## src/rtl/tmr_pkg.sv

```systemverilog
package tmr_pkg;
  localparam int BUS_W         = 32;
  localparam int CTRL_EN_BIT   = 28;
  localparam int CTRL_MODE_BIT = 24;
  localparam int IRQ_EN_BIT    = 20;
  localparam int IRQ_PEND_BIT  = 16;

  typedef enum logic [1:0] {
    REG_MARK  = 2'd0,
    REG_COUNT = 2'd1,
    REG_CTRL  = 2'd2,
    REG_IRQ   = 2'd3
  } tmr_reg_e;

  localparam logic MODE_ONESHOT  = 1'b0;
  localparam logic MODE_PERIODIC = 1'b1;
endpackage

```

## src/rtl/tmr_prescaler.sv

```systemverilog
module tmr_prescaler #(
  parameter int DIV_W = 16
) (
  input  logic             clk,
  input  logic             rst_n,
  input  logic             run,
  input  logic [DIV_W-1:0] div,
  output logic             tick
);
  logic [DIV_W-1:0] phase_q, phase_d;
  logic             last;

  // Divisor 0 or 1 means every clock; a phase past the end also ends the period.
  always_comb begin
    last = (div <= DIV_W'(1)) || (phase_q >= div - DIV_W'(1));
    tick = run & last;
    if (!run)      phase_d = '0;
    else if (last) phase_d = '0;
    else           phase_d = phase_q + DIV_W'(1);
  end

  always_ff @(posedge clk or negedge rst_n) begin
    if (!rst_n) phase_q <= '0;
    else        phase_q <= phase_d;
  end
endmodule

```

## src/rtl/tmr_count_core.sv

```systemverilog
module tmr_count_core #(
  parameter int CNT_W = 28
) (
  input  logic             clk,
  input  logic             rst_n,
  input  logic             tick,
  input  logic [CNT_W-1:0] marker,
  input  logic             sw_wr,
  input  logic [CNT_W-1:0] sw_val,
  output logic [CNT_W-1:0] cnt,
  output logic             expire
);
  logic [CNT_W-1:0] cnt_q, cnt_d;
  logic             hit_mark, hit_wrap;

  always_comb begin
    hit_mark = (marker != '0) && (cnt_q == marker);
    hit_wrap = (cnt_q == {CNT_W{1'b1}});
    expire   = tick & (hit_mark | hit_wrap);
    if (sw_wr)       cnt_d = sw_val;
    else if (expire) cnt_d = '0;
    else if (tick)   cnt_d = cnt_q + CNT_W'(1);
    else             cnt_d = cnt_q;
  end

  always_ff @(posedge clk or negedge rst_n) begin
    if (!rst_n) cnt_q <= '0;
    else        cnt_q <= cnt_d;
  end

  assign cnt = cnt_q;
endmodule

```

## src/rtl/tmr_irq_ctl.sv

```systemverilog
module tmr_irq_ctl (
  input  logic clk,
  input  logic rst_n,
  input  logic set_evt,
  input  logic wr,
  input  logic wr_enable,
  input  logic wr_clear,
  output logic pend,
  output logic ien,
  output logic irq
);
  logic pend_q, pend_d, ien_q, ien_d;

  always_comb begin
    ien_d = wr ? wr_enable : ien_q;
    if (set_evt)               pend_d = 1'b1;
    else if (wr && wr_clear)   pend_d = 1'b0;
    else                       pend_d = pend_q;
  end

  always_ff @(posedge clk or negedge rst_n) begin
    if (!rst_n) begin
      pend_q <= 1'b0;
      ien_q  <= 1'b0;
    end else begin
      pend_q <= pend_d;
      ien_q  <= ien_d;
    end
  end

  assign pend = pend_q;
  assign ien  = ien_q;
  assign irq  = pend_q & ien_q;
endmodule

```

## src/rtl/tmr_channel.sv

```systemverilog
module tmr_channel #(
  parameter int CNT_W = 28,
  parameter int DIV_W = 16
) (
  input  logic        clk,
  input  logic        rst_n,
  input  logic        wr_en,
  input  logic        rd_en,
  input  logic [1:0]  addr,
  input  logic [31:0] wdata,
  output logic [31:0] rdata,
  output logic        irq_o
);
  import tmr_pkg::*;

  // Reset: asserted asynchronously, released through two flops.
  logic rst_meta_n, rst_sync_n;
  always_ff @(posedge clk or negedge rst_n) begin
    if (!rst_n) begin
      rst_meta_n <= 1'b0;
      rst_sync_n <= 1'b0;
    end else begin
      rst_meta_n <= 1'b1;
      rst_sync_n <= rst_meta_n;
    end
  end

  logic             wr_mark, wr_cnt, wr_ctrl, wr_irq;
  logic [CNT_W-1:0] marker_q, marker_d;
  logic             en_q, en_d, mode_q, mode_d;
  logic [DIV_W-1:0] div_q, div_d;
  logic             tick, expire, pend, ien;
  logic [CNT_W-1:0] cnt;
  logic [BUS_W-1:0] rd_mux, rdata_q, rdata_d;

  always_comb begin
    wr_mark = wr_en && (addr == REG_MARK);
    wr_cnt  = wr_en && (addr == REG_COUNT);
    wr_ctrl = wr_en && (addr == REG_CTRL);
    wr_irq  = wr_en && (addr == REG_IRQ);
  end

  tmr_prescaler #(.DIV_W(DIV_W)) u_presc (
    .clk  (clk),
    .rst_n(rst_sync_n),
    .run  (en_q),
    .div  (div_q),
    .tick (tick)
  );

  tmr_count_core #(.CNT_W(CNT_W)) u_core (
    .clk   (clk),
    .rst_n (rst_sync_n),
    .tick  (tick),
    .marker(marker_q),
    .sw_wr (wr_cnt),
    .sw_val(wdata[CNT_W-1:0]),
    .cnt   (cnt),
    .expire(expire)
  );

  tmr_irq_ctl u_irq (
    .clk      (clk),
    .rst_n    (rst_sync_n),
    .set_evt  (expire),
    .wr       (wr_irq),
    .wr_enable(wdata[IRQ_EN_BIT]),
    .wr_clear (wdata[IRQ_PEND_BIT]),
    .pend     (pend),
    .ien      (ien),
    .irq      (irq_o)
  );

  // Control and end-value next state; a software control write beats self-disable.
  always_comb begin
    marker_d = wr_mark ? wdata[CNT_W-1:0] : marker_q;
    mode_d   = wr_ctrl ? wdata[CTRL_MODE_BIT] : mode_q;
    div_d    = wr_ctrl ? wdata[DIV_W-1:0] : div_q;
    if (wr_ctrl)                               en_d = wdata[CTRL_EN_BIT];
    else if (expire && mode_q == MODE_ONESHOT) en_d = 1'b0;
    else                                       en_d = en_q;
  end

  always_ff @(posedge clk or negedge rst_sync_n) begin
    if (!rst_sync_n) begin
      marker_q <= '0;
      en_q     <= 1'b0;
      mode_q   <= MODE_ONESHOT;
      div_q    <= '0;
    end else begin
      marker_q <= marker_d;
      en_q     <= en_d;
      mode_q   <= mode_d;
      div_q    <= div_d;
    end
  end

  // Read path: field assembly, then a register loaded on the read strobe.
  always_comb begin
    rd_mux = '0;
    unique case (addr)
      REG_MARK:  rd_mux[CNT_W-1:0] = marker_q;
      REG_COUNT: rd_mux[CNT_W-1:0] = cnt;
      REG_CTRL: begin
        rd_mux[CTRL_EN_BIT]   = en_q;
        rd_mux[CTRL_MODE_BIT] = mode_q;
        rd_mux[DIV_W-1:0]     = div_q;
      end
      REG_IRQ: begin
        rd_mux[IRQ_EN_BIT]   = ien;
        rd_mux[IRQ_PEND_BIT] = pend;
      end
      default: rd_mux = '0;
    endcase
    rdata_d = rd_en ? rd_mux : rdata_q;
  end

  always_ff @(posedge clk or negedge rst_sync_n) begin
    if (!rst_sync_n) rdata_q <= '0;
    else             rdata_q <= rdata_d;
  end

  assign rdata = rdata_q;
endmodule

```

## config.mk

```make
export PLATFORM = sky130hd
export DESIGN_NAME = tmr_channel
export DESIGN_NICKNAME = d
export VERILOG_FILES = /design/src/rtl/tmr_pkg.sv /design/src/rtl/tmr_prescaler.sv /design/src/rtl/tmr_count_core.sv /design/src/rtl/tmr_irq_ctl.sv /design/src/rtl/tmr_channel.sv
export SDC_FILE = /design/constraint.sdc
export NUM_CORES = 1
export LEC_CHECK = 0
export ABC_AREA = 1
export BUFFER_PORTS_ARGS = -buffer_cell sky130_fd_sc_hd__clkbuf_2
export CORE_MARGIN = 2
export CORE_UTILIZATION = 30
export DETAILED_ROUTE_END_ITERATION = 10
export PLACE_DENSITY_LB_ADDON = 0.3
export SLEW_MARGIN = 0
export SYNTH_ARGS = -nofsm -noshare
export SYNTH_HDL_FRONTEND = slang
export SYNTH_SLANG_ARGS = --single-unit
```

## constraint.sdc

```tcl
create_clock -name clk -period 4.4 [get_ports clk]
set_clock_uncertainty 0.05 [all_clocks]
set_input_delay 0.44 -clock clk [delete_from_list [all_inputs] [get_ports clk]]
set_output_delay 0.44 -clock clk [all_outputs]
set_load 0.02 [all_outputs]
```

Word-level counts from Yosys, hierarchy flattened
Index checks and enable logic that the tools add are counted.
{ "op_classes": {"addsub": 3, "n_lt_le_gt_ge": 2, "eq_ne": 5, "n_mux": 17, "bitwise": 5, "n_reduce_logical": 13} }
{ "op_table": {"columns": ["op", "n"], "rows": [
  ["28-bit two-way mux", 3],
  ["16-bit one-hot mux with 3 select lines", 1],
  ["16-bit two-way mux", 2],
  ["28-bit by 1-bit adder with 28-bit output, second input constant", 1],
  ["28-bit == test", 1],
  ["28-bit == test, second input constant", 1],
  ["28-bit nonzero test", 1],
  ["3-bit one-hot mux with 2 select lines", 3],
  ["16-bit by 1-bit adder with 16-bit output, second input constant", 1],
  ["16-bit greater-or-equal comparator", 1],
  ["16-bit by 1-bit less-or-equal comparator with 1-bit output, second input constant", 1],
  ["16-bit by 1-bit subtractor with 16-bit output, second input constant", 1],
  ["1-bit one-hot mux with 3 select lines", 3],
  ["1-bit logical AND", 7],
  ["1-bit two-way mux", 5],
  ["2-bit == test, second input constant", 2],
  ["2-bit nonzero test", 2],
  ["1-bit AND", 3],
  ["3-bit nonzero test", 1],
  ["2-bit by 1-bit == test with 1-bit output, second input constant", 1],
  ["2-bit zero test", 1],
  ["1-bit logical OR", 1],
  ["1-bit inverter", 1],
  ["1-bit OR", 1]
]} }
{ "word_totals": {"ff_bits": 123, "input_bits": 38, "out_inout_bits": 33, "wordCells": 56} }

Logic depth before layout (Yosys ltp)
Gate-level depths: netlist of the first run.
{ "logic_depth": {"depth_word": 8, "mapped_depth": 23, "ltp_nobuf": 21} }

Hierarchy
Synthesis of the first run repeated with hierarchy kept, for this count alone.
{ "hier_totals": {"cells_unflattened": 1090, "area_unflattened_um2": 7841.3} }
{ "modules_own_cells": {"columns": ["mod", "n_inst", "cells_per_inst", "area_per_inst_um2", "seq_area_each_um2"], "rows": [
  ["tmr_channel", 1, 434, 3592.2, 1926.8],
  ["tmr_count_core", 1, 412, 2570.0, 700.7],
  ["tmr_prescaler", 1, 233, 1594.0, 400.4],
  ["tmr_irq_ctl", 1, 11, 85.1, 50.0]
]} }

Worst setup path after synthesis of the first run
No wires, ideal clock.
{ "synth_timing": {"path_type": "register to register", "start": "register div_q[0]", "end": "register u_core.cnt_q[14], in the netlist u_core.cnt[14]", "arrival_time_ps": 2648, "path_slack_ps": 1585, "path_stages_with_launch": 21, "synth_period_minus_slack_ps": 2815, "path_cell_list": "dfrtp_1 -> inv_1 -> ha_1 -> nand2_1 -> nor2_1 -> nand3_1 -> nor3_1 -> xor2_1 -> inv_1 -> ha_1 -> nand2_1 -> nor2_1 -> nor2_1 -> nand2_1 -> nor2_1 -> nand2_1 -> nand2_2 -> nand2_1 -> buf_2 -> nand3_1 -> nand2_1"} }
{ "synth_between": {"elab_chain_len": 7, "elab_cells_between_ends": 9} }
{ "synth_lines": {"columns": ["element", "line_no", "source"], "rows": [
  ["from (decl)", "tmr_channel.sv:31", "logic [DIV_W-1:0] div_q, div_d;"],
  ["from (signal assigned)", "tmr_channel.sv:94", "div_q <= div_d;"],
  ["16-bit by 1-bit subtractor with 16-bit output", "tmr_prescaler.sv:15", "last = (div <= DIV_W'(1)) || (phase_q >= div - DIV_W'(1));"],
  ["16-bit greater-or-equal comparator", "tmr_prescaler.sv:15", null],
  ["1-bit logical OR *", "tmr_prescaler.sv:15", null],
  ["1-bit AND *", "tmr_prescaler.sv:16", "tick = run & last;"],
  ["1-bit AND", "tmr_count_core.sv:19", "expire = tick & (hit_mark | hit_wrap);"],
  ["28-bit two-way mux", "tmr_count_core.sv:21", "else if (expire) cnt_d = '0;"],
  ["28-bit two-way mux", "tmr_count_core.sv:20", "if (sw_wr) cnt_d = sw_val;"],
  ["to (signal assigned)", "tmr_count_core.sv:28", "else cnt_q <= cnt_d;"],
  ["to (decl)", "tmr_count_core.sv:13", "logic [CNT_W-1:0] cnt_q, cnt_d;"]
]} }
Mark *: on every way between the ends. The rest lies on a longest branch, timed or not.
A chain may end at the register's enable or synchronous reset.

Worst setup path in the final report of the first run
Same ends and word-level chain as after synthesis.

==> impl_metrics.py, run 1 <==
metrics = {
    "outcome": {
        "status": "completed",
    },
    "power": {
        "p_per_area_nw_per_um2": 439,
        "leakage_nw": 4.61,
        "max-vdd-ir-drop_v": 0.000302,
        "total_power_mw": 4.10,
    },
    "setup_path": {
        "endpoint_kind": "flip-flop",
        "cp-start-kind": "flip-flop",
        "crit_fanout": 19,
        "crit_required_ns": 4.72,
        "crit_type": "reg2reg",
        "worst_r2r_startpoint": "div_q[0]",
        "cp_data_arrival_time_ns": 4.02,
        "reg2reg_depth": 21,
        "worstSetupStartpoint": "div_q[0]",
    },
    "floorplan": {
        "rows": 60,
        "core-area_um2": 26700,
        "die_area_um2": 28300,
        "die_w_um": 168,
        "boundaryPins": 71,
        "start_util_pct": 30.3,
        "die_h_um": 168,
    },
    "sta": {
        "slew_violations": 0,
        "fmax_mhz": 270,
        "rsz0062_at_grt": "false",
        "worst_slew_pin_slew_ns": 0.978,
        "fin_crit_sh_pct": 84.0,
        "setup-violations-final": 0,
        "relSlewSlack_pct": 34.7,
        "finalHoldViolCount": 0,
        "fin_tns_setup_ns": 0,
        "post-route-min-period_ns": 3.70,
    },
    "layout": {
        "final_nets": 1258,
        "final_area_um2": 9330,
        "layout_commonest_cell": "nand2_1",
        "antenna_cells": 0,
        "area_delta_synth_final_pct": 15.3,
        "final_cell_mix": "nand2_1 (320), nor2_1 (145), inv_1 (122), dfrtp_1 (122), nand3_1 (90)",
        "fill_cells": 2839,
        "drive_gt1_share_pct": 12.7,
    },
    "detailed_routing": {
        "met1_length_mm": 11.7,
        "wl_met2_mm": 11.5,
        "wl_per_cell_um": 16.2,
        "totalWireLength_mm": 25.1,
        "via_per_inst": 4.88,
        "drc": 0,
        "dr.first_iter.drc_count": 589,
        "top_layer_used": "met4",
        "first_pass_iters": 5,
        "route.met3.wl_mm": 1.40,
        "antenna_left": 0,
        "vias": 7577,
    },
    "clock_tree": {
        "cts_sinks": 123,
        "clockBufferDepth": 2,
        "ctsResizeCount": 0,
        "clkSlewWorstSetupHoldPaths_ns": 0.06,
        "cts_root_buf": "clkbuf_16",
        "cts_tree": "yes",
        "clock_latency_ns": 0.44,
        "htreeDepth": 4,
        "cts_buffers": 17,
    },
    "synthesis": {
        "yosysUniqueCellTypes": 43,
        "ys.flop_type": "dfrtp_1",
        "ys_ff_latch": 123,
        "synth-edff-count": 0,
        "synth_top_area_share_pct": 38.0,
        "synth_area_leaders": "dfrtp_1 (38%), nand2_1 (15%), nor2_1 (6.7%)",
        "synth_area_per_cell_um2": 7.02,
        "syn_inst": 1153,
        "synthArstFlopShare_pct": 100,
        "mappedNetlistArea_um2": 8100,
        "yosys_warnings": 0,
        "synth-seq-area-share_pct": 38.0,
        "yosys.area.top_type": "dfrtp_1",
    },
    "flow_run": {
        "cap_viol_max_count": 0,
    },
    "place": {
        "place.gp.congestion": 0.927,
        "place_area_um2": 8680,
        "portBuffers": 64,
        "dpl.hpwl_mm": 18.6,
    },
    "grt": {
        "grt_pass1_wl_mm": 39.9,
        "grt_antenna_before_repair": 0,
        "grt_pass1_vias": 7071,
        "grt_max_degree": 64,
        "grt_usage_pct": 18.1,
        "overflow": 0,
    },
    "worst_hold_path": {
        "hp-start": "wdata[25]",
        "holdPathStages": 2,
        "min_path_type": "in2reg",
    },
}
## power breakdown
group | leakage (nW) | total [mW] | switching (mW) | internal (mW)
combinational | 2.77 | 0.960 | 0.605 | 0.355
sequential | 1.53 | 1.57 | 0.270 | 1.30
clock | 0.307 | 1.57 | 0.553 | 1.02
total | 4.61 | 4.10 | 1.43 | 2.67
## layer usage
| layer | GRT usage (%) | up-vias |
|---|---|---|
| met3 | 2.84 | 31 |
| met5 | 0 | - |
| met1 | 25.4 | 3573 |
| li1 | - | 3744 |
| met4 | 6.67 | 0 |
| met2 | 28.3 | 229 |
## per-stage QoR
| step | std cells | util, % | hold slack (ns) | setup WS [ns] |
|---|---|---|---|---|
| finish | 1554 | 34.9 | 0.184 | 0.703 |
| global route | 1554 | 34.9 | 0.181 | 0.330 |
| CTS | 1554 | 34.9 | 0.182 | 0.729 |
| detailed placement | 1521 | 32.5 | 0.180 | 0.761 |
| global placement | 1521 | 32.5 | 0.177 | 0.801 |
| floorplan | 1155 | - | 0.0944 | 0.670 |
## Yosys cell counts (10+ instances only)
library cell / instances
o21ai_0: 56
nand3_1: 90
nor2_1: 145
xnor2_1: 22
a21oi_1: 57
clkbuf_1: 24
nand4_1: 10
inv_2: 12
buf_2: 15
dfrtp_1: 123
nor3_1: 20
nand2_1: 320
inv_1: 122
nand3_2: 11
ha_1: 20
xor2_1: 29
## timing repair
| item | CTS | global route |
|---|---|---|
| hold buffers | 1 | 0 |
| setup buffers | 0 | 0 |
| hold endpoints to repair | 2 | 0 |
| setup endpoints to repair | 0 | 0 |
## path summary, 6_finish.rpt
path / to / slack [ns]
worst min-delay path: marker_q[25] / 0.18
worst min register to register: rst_sync_n / 0.30
worst max register to register: u_core.cnt[14] / 0.70
worst max-delay path: u_core.cnt[14] / 0.70
min in group asynchronous: rst_meta_n / 0.27
max in group asynchronous: u_core.cnt[21] / 2.83
## logic make-up (layout without fill, tap and decap cells)
group	after synthesis	after routing	synth area share, %
compound gates	135	135	8.65
flops	123	123	38.0
fa+ha+maj	20	20	3.09
buf+inv	188	246	9.70
xor+xnor	51	51	5.52
simple gates	623	623	33.4
mux	11	11	1.53
other cells	2	4	0.0927
## state kept, by name, indices dropped and copies added (netlist names), 16 cells and up
signal           count
rdata               29
div_q               16
u_core.cnt          28
u_presc.phase_q     16
marker_q            28
## worst max-delay path, stage by stage (launching register included)
cell     delay (ns)
dfrtp_1        0.39
inv_1          0.15
ha_1           0.25
nand2_1        0.12
nor2_1         0.23
nand3_1        0.17
nor3_1         0.20
xor2_1         0.17
inv_1          0.06
ha_1           0.28
nand2_1        0.07
nor2_1         0.04
nor2_1         0.12
nand2_1        0.07
nor2_1         0.12
nand2_1        0.10
nand2_2        0.09
buf_4          0.27
inv_2          0.07
nand2_2        0.36
nand3_1        0.14
nand2_1        0.09
## final cells by class
type	count	area, µm²	area share, %
clock buffer	21	450	4.83
clock inverter	11	193	2.06
inverter	137	515	5.52
multi-input combinational	844	4250	45.5
sequential	123	3080	33.0
tap	341	427	4.57
timing repair buffer	77	420	4.50
(Power assumes the default switching activity.)
==> run 2: changes to the inputs <==
- clock period: 4.4 -> 3.4 ns (I/O delays scaled with it)
==> run 2 against run 1 <==
Flip-flop and latch count did not move. Design area up 1.3%. Critical path depth decreased by 1. Count of clock-buffer cells in the layout fell by 1. First-iteration DRC count grew 15%. Wire length is 2.0% higher. Worst hold slack lost 0.098 ns.
==> impl_metrics.py, run 2 (synthesized netlist as in run 1, its figures left out) <==
metrics = {
    "detailed_routing": {
        "dr.first_iter.drc_count": 675,
        "antenna_left": 0,
        "totalWireLength_mm": 25.6,
        "wl_met2_mm": 12.0,
        "first_pass_iters": 7,
        "wl_per_cell_um": 16.4,
        "route.met3.wl_mm": 1.30,
        "vias": 7595,
        "top_layer_used": "met4",
        "met1_length_mm": 11.7,
        "via_per_inst": 4.85,
        "drc": 0,
    },
    "sta": {
        "setup-violations-final": 0,
        "fmax_mhz": 323,
        "slew_violations": 0,
        "relSlewSlack_pct": 55.4,
        "holdWs_ns": 0.0863,
        "finalHoldViolCount": 0,
        "post-route-min-period_ns": 3.10,
        "worst_slew_pin_slew_ns": 0.669,
        "fin_crit_sh_pct": 91.1,
    },
    "setup_path": {
        "path_cells": "inv_1, ha_1, nand2_1, nor2_4, nand3_1, nor3_2, xor2_1, inv_1, ha_1, nand2_1, nor2_1, nor2_1, nand2_1, nor2_1, nand2_1, nand2_4, nand2_4, clkbuf_16, nand3_1, nand2_1",
        "cp_slowest_stage_delay_ns": 0.40,
        "cpMostUsedCell": "nand2_1",
        "slowest_stage": "dfrtp_1",
        "endpoint_kind": "flip-flop",
        "critPathBufInv": 3,
        "cp_top_family": "simple AND/OR/NAND/NOR gates",
        "crit_fanout": 7,
        "crit_required_ns": 3.68,
        "cp-start-kind": "flip-flop",
        "crit_type": "reg2reg",
        "cp_data_arrival_time_ns": 3.38,
    },
    "worst_hold_path": {
        "min_path_type": "in2reg",
    },
    "outcome": {
        "status": "completed",
    },
    "power": {
        "leakage_nw": 4.66,
        "total_power_mw": 5.05,
        "max-vdd-ir-drop_v": 0.000307,
        "p_per_area_nw_per_um2": 534,
    },
    "place": {
        "portBuffers": 64,
        "place.gp.congestion": 0.950,
        "dpl.cell_count": 1531,
        "dpl.hpwl_mm": 19.0,
    },
    "clock_tree": {
        "cts_buffers": 17,
        "htreeDepth": 4,
        "cts_sinks": 123,
        "cts_root_buf": "clkbuf_16",
        "clkSlewWorstSetupHoldPaths_ns": 0.06,
        "cts_tree": "yes",
        "clockBufferDepth": 2,
        "clock_latency_ns": 0.44,
    },
    "layout": {
        "ff_latch_area_um2": 3080,
        "antenna_cells": 0,
        "multi_input_comb_area_um2": 4290,
        "final_nets": 1270,
        "drive_gt1_share_pct": 14.4,
        "fill_cells": 2853,
        "largest_register_ff_count": 29,
        "finalCoreUtilization_pct": 35.4,
        "final_cell_mix": "nand2_1 (319), nor2_1 (141), inv_1 (122), dfrtp_1 (121), nand3_1 (89)",
        "layout_commonest_cell": "nand2_1",
        "area_delta_synth_final_pct": 16.7,
        "final_cell_count_no_fill": 1566,
    },
    "grt": {
        "grt_pass1_wl_mm": 41.1,
        "overflow": 0,
        "grt_antenna_before_repair": 0,
        "grt_pass1_vias": 7368,
        "grt_usage_pct": 18.6,
        "grt_max_degree": 52,
    },
    "floorplan": {
        "die_area_um2": 28300,
        "die_w_um": 168,
        "rows": 60,
        "start_util_pct": 30.3,
        "die_h_um": 168,
        "boundaryPins": 71,
        "core-area_um2": 26700,
    },
    "flow_run": {
        "cap_viol_max_count": 0,
    },
}
-- run 2: changes by cell type in the layout (fill, tap and decap cells not counted), sizes merged --
cell	change
buf	+11
bufinv	-4
clkinv	+3
clkinvlp	+2
-- run 2: timing repair --
item	CTS	global route
hold endpoints to repair	2	0
gates resized for setup	0	19
setup endpoints to repair	0	37
setup buffers	0	1
hold buffers	1	0
-- run 2: worst register-to-register path: stages (launching register included) --
cell	delay (ns)
dfrtp_1	0.40
inv_1	0.13
ha_1	0.18
nand2_1	0.14
nor2_4	0.16
nand3_1	0.14
nor3_2	0.15
xor2_1	0.16
inv_1	0.06
ha_1	0.28
nand2_1	0.06
nor2_1	0.04
nor2_1	0.12
nand2_1	0.07
nor2_1	0.11
nand2_1	0.12
nand2_4	0.16
nand2_4	0.11
clkbuf_16	0.21
nand3_1	0.09
nand2_1	0.05
-- run 2: routing by layer --
| layer | GRT usage [%] | vias up |
|---|---|---|
| li1 | - | 3771 |
| met1 | 25.4 | 3606 |
| met2 | 30.4 | 183 |
| met3 | 2.47 | 35 |
| met4 | 6.41 | 0 |
| met5 | 0 | - |
-- run 2: path summary, 6_finish.rpt --
| path | from | endpoint | slack [ns] | cells past startpoint |
|---|---|---|---|---|
| min reg2reg | rst_meta_n | rst_sync_n | 0.30 | 0 |
| min in group asynchronous | rst_n | rst_sync_n | 0.18 | 2 |
| max | div_q[0] | u_core.cnt[27] | 0.30 | 20 |
| max reg2reg | div_q[0] | u_core.cnt[27] | 0.30 | 20 |
| max in group asynchronous | rst_sync_n | rdata[14] | 2.18 | 1 |
| min | wdata[28] | en_q | 0.09 | 3 |
-- run 2: where the power goes --
part,internal (mW),switching (mW),total [mW]
logic,0.478,0.804,1.28
registers,1.68,0.351,2.03
clock network,1.03,0.698,1.73
-- run 2: metrics by stage --
stage	setup TNS [ns]	setup WS (ns)	cell area (µm²)
after floorplan	0	0.585	8110
after global placement	0	0.169	8780
after detailed placement	0	0.146	8780
after CTS	0	0.115	9350
after global routing	-0.0853	-0.0165	9450
final	0	0.302	9450
-- run 2: area by class of cell --
type,count,area share (%)
Sequential cell,123,32.6
Clock buffer,20,4.83
Timing Repair Buffer,89,6.12
Multi-Input combinational cell,844,45.4
Tap cell,341,4.51
Clock inverter,12,1.05
Inverter,137,5.45
